<file path="src/rtl/sic_pkg.sv">
package sic_pkg;
    localparam int SI_W   = 17;
    localparam int SI_TOP = 16;
    localparam int N_CMP  = 3;

    typedef enum logic [2:0] {
        A_SOFT  = 3'd0,
        A_SET   = 3'd1,
        A_CLR   = 3'd2,
        A_LEVEL = 3'd3,
        A_TCMP  = 3'd4,
        A_SCMP  = 3'd5,
        A_HCMP  = 3'd6,
        A_HFLAG = 3'd7
    } sic_addr_e;

    typedef enum logic [1:0] {
        CMP_OFF   = 2'd0,
        CMP_ARMED = 2'd1,
        CMP_HIT   = 2'd2
    } cmp_state_e;
endpackage

</file>
<file path="src/rtl/sic_cmp.sv">
module sic_cmp
    import sic_pkg::*;
#(
    parameter int CNT_W = 63
) (
    input  logic             clk,
    input  logic             rst_n,
    input  logic [CNT_W-1:0] cnt_i,
    input  logic [CNT_W-1:0] match_i,
    input  logic             off_i,
    input  logic             reload_i,
    input  logic             reload_off_i,
    input  logic             block_i,
    output logic             fire_o
);
    cmp_state_e st_q, st_d;
    logic       eq;

    assign eq = (cnt_i == match_i);

    always_ff @(posedge clk) begin
        if (!rst_n) st_q <= CMP_OFF;
        else        st_q <= st_d;
    end

    always_comb begin
        st_d = st_q;
        if (reload_i) begin
            st_d = reload_off_i ? CMP_OFF : CMP_ARMED;
        end else begin
            unique case (st_q)
                CMP_OFF:   if (!off_i) st_d = CMP_ARMED;
                CMP_ARMED: if (off_i) st_d = CMP_OFF;
                           else if (eq) st_d = CMP_HIT;
                CMP_HIT:   if (off_i) st_d = CMP_OFF;
                           else if (!eq) st_d = CMP_ARMED;
                default:   st_d = CMP_OFF;
            endcase
        end
    end

    always_comb begin
        fire_o = (st_q == CMP_ARMED) && eq && !off_i && !block_i;
    end
endmodule

</file>
<file path="src/rtl/sic_pend.sv">
module sic_pend
    import sic_pkg::*;
#(
    parameter int PIL_W     = 4,
    parameter int LOW_LIMIT = 14
) (
    input  logic [SI_W-1:0]  si_i,
    input  logic [PIL_W-1:0] pil_i,
    output logic [SI_W-1:0]  pend_o
);
    localparam logic [PIL_W:0] LIMIT = (PIL_W+1)'(LOW_LIMIT);

    logic [PIL_W:0] lvl;
    logic           low_ok;

    assign lvl    = {1'b0, pil_i};
    assign low_ok = (lvl < LIMIT);

    assign pend_o[0]      = si_i[0] & low_ok;
    assign pend_o[SI_TOP] = si_i[SI_TOP] & low_ok;

    for (genvar i = 1; i < SI_TOP; i++) begin : g_mid
        localparam logic [PIL_W:0] IDX = (PIL_W+1)'(i);
        assign pend_o[i] = si_i[i] & (IDX > lvl);
    end
endmodule

</file>
<file path="src/rtl/sic_top.sv">
module sic_top
    import sic_pkg::*;
#(
    parameter int CNT_W     = 63,
    parameter int PIL_W     = 4,
    parameter int LOW_LIMIT = 14
) (
    input  logic             clk,
    input  logic             rst_n,
    input  logic [CNT_W-1:0] cnt_i,
    input  logic             halted_i,
    input  logic             wr_en_i,
    input  logic [2:0]       wr_addr_i,
    input  logic [CNT_W:0]   wr_data_i,
    output logic [SI_W-1:0]  pend_o,
    output logic             hint_o
);
    localparam int DW = CNT_W + 1;
    localparam logic [DW-1:0] CMP_RST = {1'b1, {CNT_W{1'b0}}};

    sic_addr_e          addr;
    logic [SI_W-1:0]    si_q, si_d;
    logic [PIL_W-1:0]   pil_q;
    logic [DW-1:0]      cmp_q [N_CMP];
    logic [N_CMP-1:0]   cmp_wr;
    logic [N_CMP-1:0]   cmp_off;
    logic [N_CMP-1:0]   fire;
    logic [N_CMP-1:0]   block;

    assign addr  = sic_addr_e'(wr_addr_i);
    assign block = {halted_i, 2'b00};

    for (genvar k = 0; k < N_CMP; k++) begin : g_cmp
        assign cmp_wr[k]  = wr_en_i && (wr_addr_i == 3'(int'(A_TCMP) + k));
        assign cmp_off[k] = cmp_q[k][DW-1];

        always_ff @(posedge clk) begin
            if (!rst_n)         cmp_q[k] <= CMP_RST;
            else if (cmp_wr[k]) cmp_q[k] <= wr_data_i;
        end

        sic_cmp #(.CNT_W(CNT_W)) u_cmp (
            .clk          (clk),
            .rst_n        (rst_n),
            .cnt_i        (cnt_i),
            .match_i      (cmp_q[k][CNT_W-1:0]),
            .off_i        (cmp_off[k]),
            .reload_i     (cmp_wr[k]),
            .reload_off_i (wr_data_i[DW-1]),
            .block_i      (block[k]),
            .fire_o       (fire[k])
        );
    end

    always_comb begin
        si_d = si_q;
        if (wr_en_i) begin
            unique case (addr)
                A_SOFT:  si_d = wr_data_i[SI_W-1:0];
                A_SET:   si_d = si_q | wr_data_i[SI_W-1:0];
                A_CLR:   si_d = si_q & ~wr_data_i[SI_W-1:0];
                default: si_d = si_q;
            endcase
        end
        si_d[0]      = si_d[0] | fire[0];
        si_d[SI_TOP] = si_d[SI_TOP] | fire[1];
    end

    always_ff @(posedge clk) begin
        if (!rst_n) begin
            si_q   <= '0;
            pil_q  <= '0;
            hint_o <= 1'b0;
        end else begin
            si_q <= si_d;
            if (wr_en_i && addr == A_LEVEL) pil_q <= wr_data_i[PIL_W-1:0];
            if (fire[2])                           hint_o <= 1'b1;
            else if (wr_en_i && addr == A_HFLAG)   hint_o <= wr_data_i[0];
        end
    end

    sic_pend #(.PIL_W(PIL_W), .LOW_LIMIT(LOW_LIMIT)) u_pend (
        .si_i   (si_q),
        .pil_i  (pil_q),
        .pend_o (pend_o)
    );
endmodule

</file>
<file path="config.mk">
export PLATFORM = sky130hd
export DESIGN_NAME = sic_top
export DESIGN_NICKNAME = d
export VERILOG_FILES = /design/src/rtl/sic_pkg.sv /design/src/rtl/sic_cmp.sv /design/src/rtl/sic_pend.sv /design/src/rtl/sic_top.sv
export SDC_FILE = /design/constraint.sdc
export NUM_CORES = 1
export LEC_CHECK = 0
export BUFFER_PORTS_ARGS = -buffer_cell sky130_fd_sc_hd__buf_2
export CAP_MARGIN = 0
export CORE_MARGIN = 3
export CORE_UTILIZATION = 52
export DETAILED_ROUTE_END_ITERATION = 7
export GPL_TIMING_DRIVEN = 0
export PLACE_DENSITY = 0.84
export SLEW_MARGIN = 5
export SYNTH_ARGS = -nofsm -noshare
export SYNTH_HDL_FRONTEND = slang
export SYNTH_HIERARCHICAL = 1
export SYNTH_SLANG_ARGS = --single-unit
</file>
<file path="constraint.sdc">
create_clock -name clk -period 19 [get_ports clk]
set_input_delay 4.75 -clock clk [delete_from_list [all_inputs] [get_ports clk]]
set_output_delay 4.75 -clock clk [all_outputs]
set_load 0.05 [all_outputs]
</file>
==> metrics <==
Final min period=around 6.5 ns; Avg Inst Size Synth=12.60 sq um; Power Dens Cells=about 89 nW/um^2; relative max-transition margin=0.3218; post-route setup TNS=0 ns; number of buffers added for setup after CTS=0; most frequently used flop master after synthesis=edfxtp_1; first-pass detailed-route iteration total=6; post-place setup slack=12.06 ns; synthesis warning total=6; via total after detailed routing=7690; Die ar.=between 20000 and 25000 sq um; final worst path period share=0.3396; Synth async-reset ratio=0; total length of routed wires=between 20000 and 30000 um; synthesized netlist cell count=865; setup repair after global routing missed its margin=no; maxcap violations=0; layout cells sized above 1=0.2217; most heavily used metal layer in global routing=met2; Clock Sink Count=220; capture endpoint of the worst hold path=si_q[15]; clock slew at reported path FFs=0.06 ns; insertion delay of the later-clocked pin in the worst-skew pair=0.50 ns; post-route non-filler standard cell count=between 1000 and 1500; worst reg2reg startpoint=cmp_q[2][1]; Static Leakage=4.846 nW; post-layout worst setup margin=12.55 ns; final antenna-violating net count=0; number of placed I/O pins=152; core outline area=20430 sq um; GR Util All Layers=0.2520; RR Endpoint=hint_o; Vert. Die Dim=around 150 um; largest net degree at the start of global routing=45; Overflow after GRT=0; initial antenna violation count=3; final number of max-transition violations=0; total of hold buffers inserted after clock tree synthesis=0; Max Root-Sink Buffers=3; layout overhead on the synthesized area=18.15%; Peak Freq=155.0 MHz; result of the run=complete, no violations; half-perimeter wire length after detailed placement=20440 um; setup slack of the most critical reg-to-reg path=around 17 ns; CTS tree=done; fin util=0.6303; Initial Util=0.5335; # resized after CTS=0; number of flops mapped to enable cells by yosys=192; clock root buffer=clkbuf_16; critical-path maximum fanout=25; WS Path Type=input port to register; met2 track demand over resource=0.4075; average via count per standard cell=roughly 5.8; synthesized area=roughly 11000 sq um; total count of hold-check failures in the final report=0; post-route worst hold slack=0.4795 ns; post-synthesis register bit count=220; H-tree level count=1; count of buffers from port buffering=149; vias in the first global route=7833; fraction of the yosys area taken by sequential cells=0.5804; fraction of met3 tracks used by global routing=0.05177; global-route wire length before repair=around 43000 um; Post-Place Cells=1290; met1 capacity usage during global routing=0.3338; slew at the pin closest to its max-slew limit=1.013 ns; placer's final routability congestion estimate=between 0.8 and 0.9; class of the worst hold path=register to register; crit path capture type=register; sort of element at the start of the critical path=input port; starting DRC count in detailed routing=662; horizontal extent of the die=150.8 um; count of final setup violators=0; Remaining DRCs=0; distinct cell type count of the synthesized netlist=52; hold path start=si_q[15]; highest ir drop seen on vdd=0.00005173 V; instance count along the most critical hold path=2; FP Rows=52; cell count of the worst reg-to-reg path=8; CP required=between 15 and 20 ns; arrival time reported for the critical path endpoint=6.70 ns; detailed-route wire length per cell=~22 um; TritonCTS buffer count=22; worst clock skew=0.008160 ns; Net count, final=1178
[critical path, cell delays in order]
cell and delay [ns]:
buf_2 0.16, buf_4 0.18, buf_1 0.39, clkbuf_2 0.38
o21ai_4 0.34, buf_12 0.29, buf_16 0.17
[registers in the layout (all words and copies together) (netlist names)]
name and cells:
g_cmp.u_cmp/st_q 6, cmp_q 192, hint_o 1, si_q 17, pil_q 4
[metrics by stage]
step	area, sq um	power [W]
after floorplan	10900	0.0006590
after global placement	11990	0.0007101
after global routing	12870	0.001178
after detailed placement	12130	0.0007130
final	12880	0.001147
after CTS	12870	0.001148
[logic make-up after synthesis]
family	count (synthesis)	synth area share
AND/OR/NAND/NOR	331	0.1896
multiplexers	4	0.003674
other	1	0.0003441
AO/OA/AOI/OAI	59	0.03490
buffers and inverters	46	0.02709
flip-flops	220	0.5804
XOR/XNOR	204	0.1639
[cells in the mapped netlist, drive strengths merged, types with 2 or more instances]
library cell | n | share of area
a21boi | 3 | 0.0021
a21oi | 8 | 0.0037
a22o | 3 | 0.0028
a31oi | 12 | 0.0069
and2 | 127 | 0.073
and3 | 65 | 0.037
buf | 18 | 0.016
clkbuf | 22 | 0.0093
dfxtp | 28 | 0.051
edfxtp | 192 | 0.53
inv | 6 | 0.0021
mux2i | 4 | 0.0037
nand2 | 12 | 0.0041
nand2b | 10 | 0.0057
nand3 | 4 | 0.0018
nand3b | 2 | 0.0025
nand4 | 49 | 0.028
nor2 | 23 | 0.010
nor2b | 7 | 0.0040
nor3 | 9 | 0.0041
nor4 | 15 | 0.012
o21ai | 19 | 0.0087
o31ai | 2 | 0.0014
o32ai | 3 | 0.0024
o41ai | 3 | 0.0024
or3 | 2 | 0.0011
xnor2 | 192 | 0.15
xor2 | 12 | 0.0096
[worst max path at each step]
stage | from | end | slack, ns | cells past startpoint
after floorplan | wr_addr_i[2] | cmp_q[0][0] | 8.86 | 4
after global placement | wr_addr_i[1] | cmp_q[0][25] | 5.63 | 4
after detailed placement | cnt_i[25] | hint_o | 12.06 | 9
after CTS | rst_n | cmp_q[2][45] | 12.59 | 7
after global routing | cnt_i[33] | hint_o | 12.45 | 9
final | rst_n | cmp_q[2][50] | 12.55 | 7
[layout by cell type (no fill, tap or decap), types with 6 or more instances in the layout]
cell	count
edfxtp_1	192
inv_1	6
buf_2	151
a31oi_1	12
clkbuf_1	10
nor3_1	9
xnor2_1	192
clkbuf_16	23
and3_1	65
xor2_1	12
nand2_1	12
buf_6	12
nor4_2	6
a21oi_1	8
o21ai_1	12
clkinv_1	6
clkbuf_2	15
nor2b_1	7
nor2_1	20
nor4_1	9
and2_1	127
dfxtp_1	28
nand2b_1	9
nand4_1	49
[final cells by class]
class,instances,area [sq um]
Antenna cell,1,2.502
Clock buffer,31,655.6
Timing Repair Buffer,154,860.8
Sequential cell,220,6326
Multi-Input combinational cell,600,4312
Tap cell,270,337.8
Buffer,40,272.8
Fill cell,1516,7552
Clock inverter,9,87.58
Inverter,6,22.52
[where the power goes]
part           total, W  switching, W  internal, W
clock          0.000441      0.000174     0.000266
combinational  0.000134     0.0000760    0.0000580
sequential     0.000572     0.0000157     0.000556
total           0.00115      0.000266     0.000881
[metal layers]
| layer | vias up | part of all wire |
|---|---|---|
| met5 | - | 0.0012 |
| met4 | 6 | 0.037 |
| met3 | 88 | 0.11 |
| met2 | 461 | 0.47 |
| met1 | 3685 | 0.38 |
| li1 | 3450 | - |
Note: power is estimated with default switching activity, not from simulation.
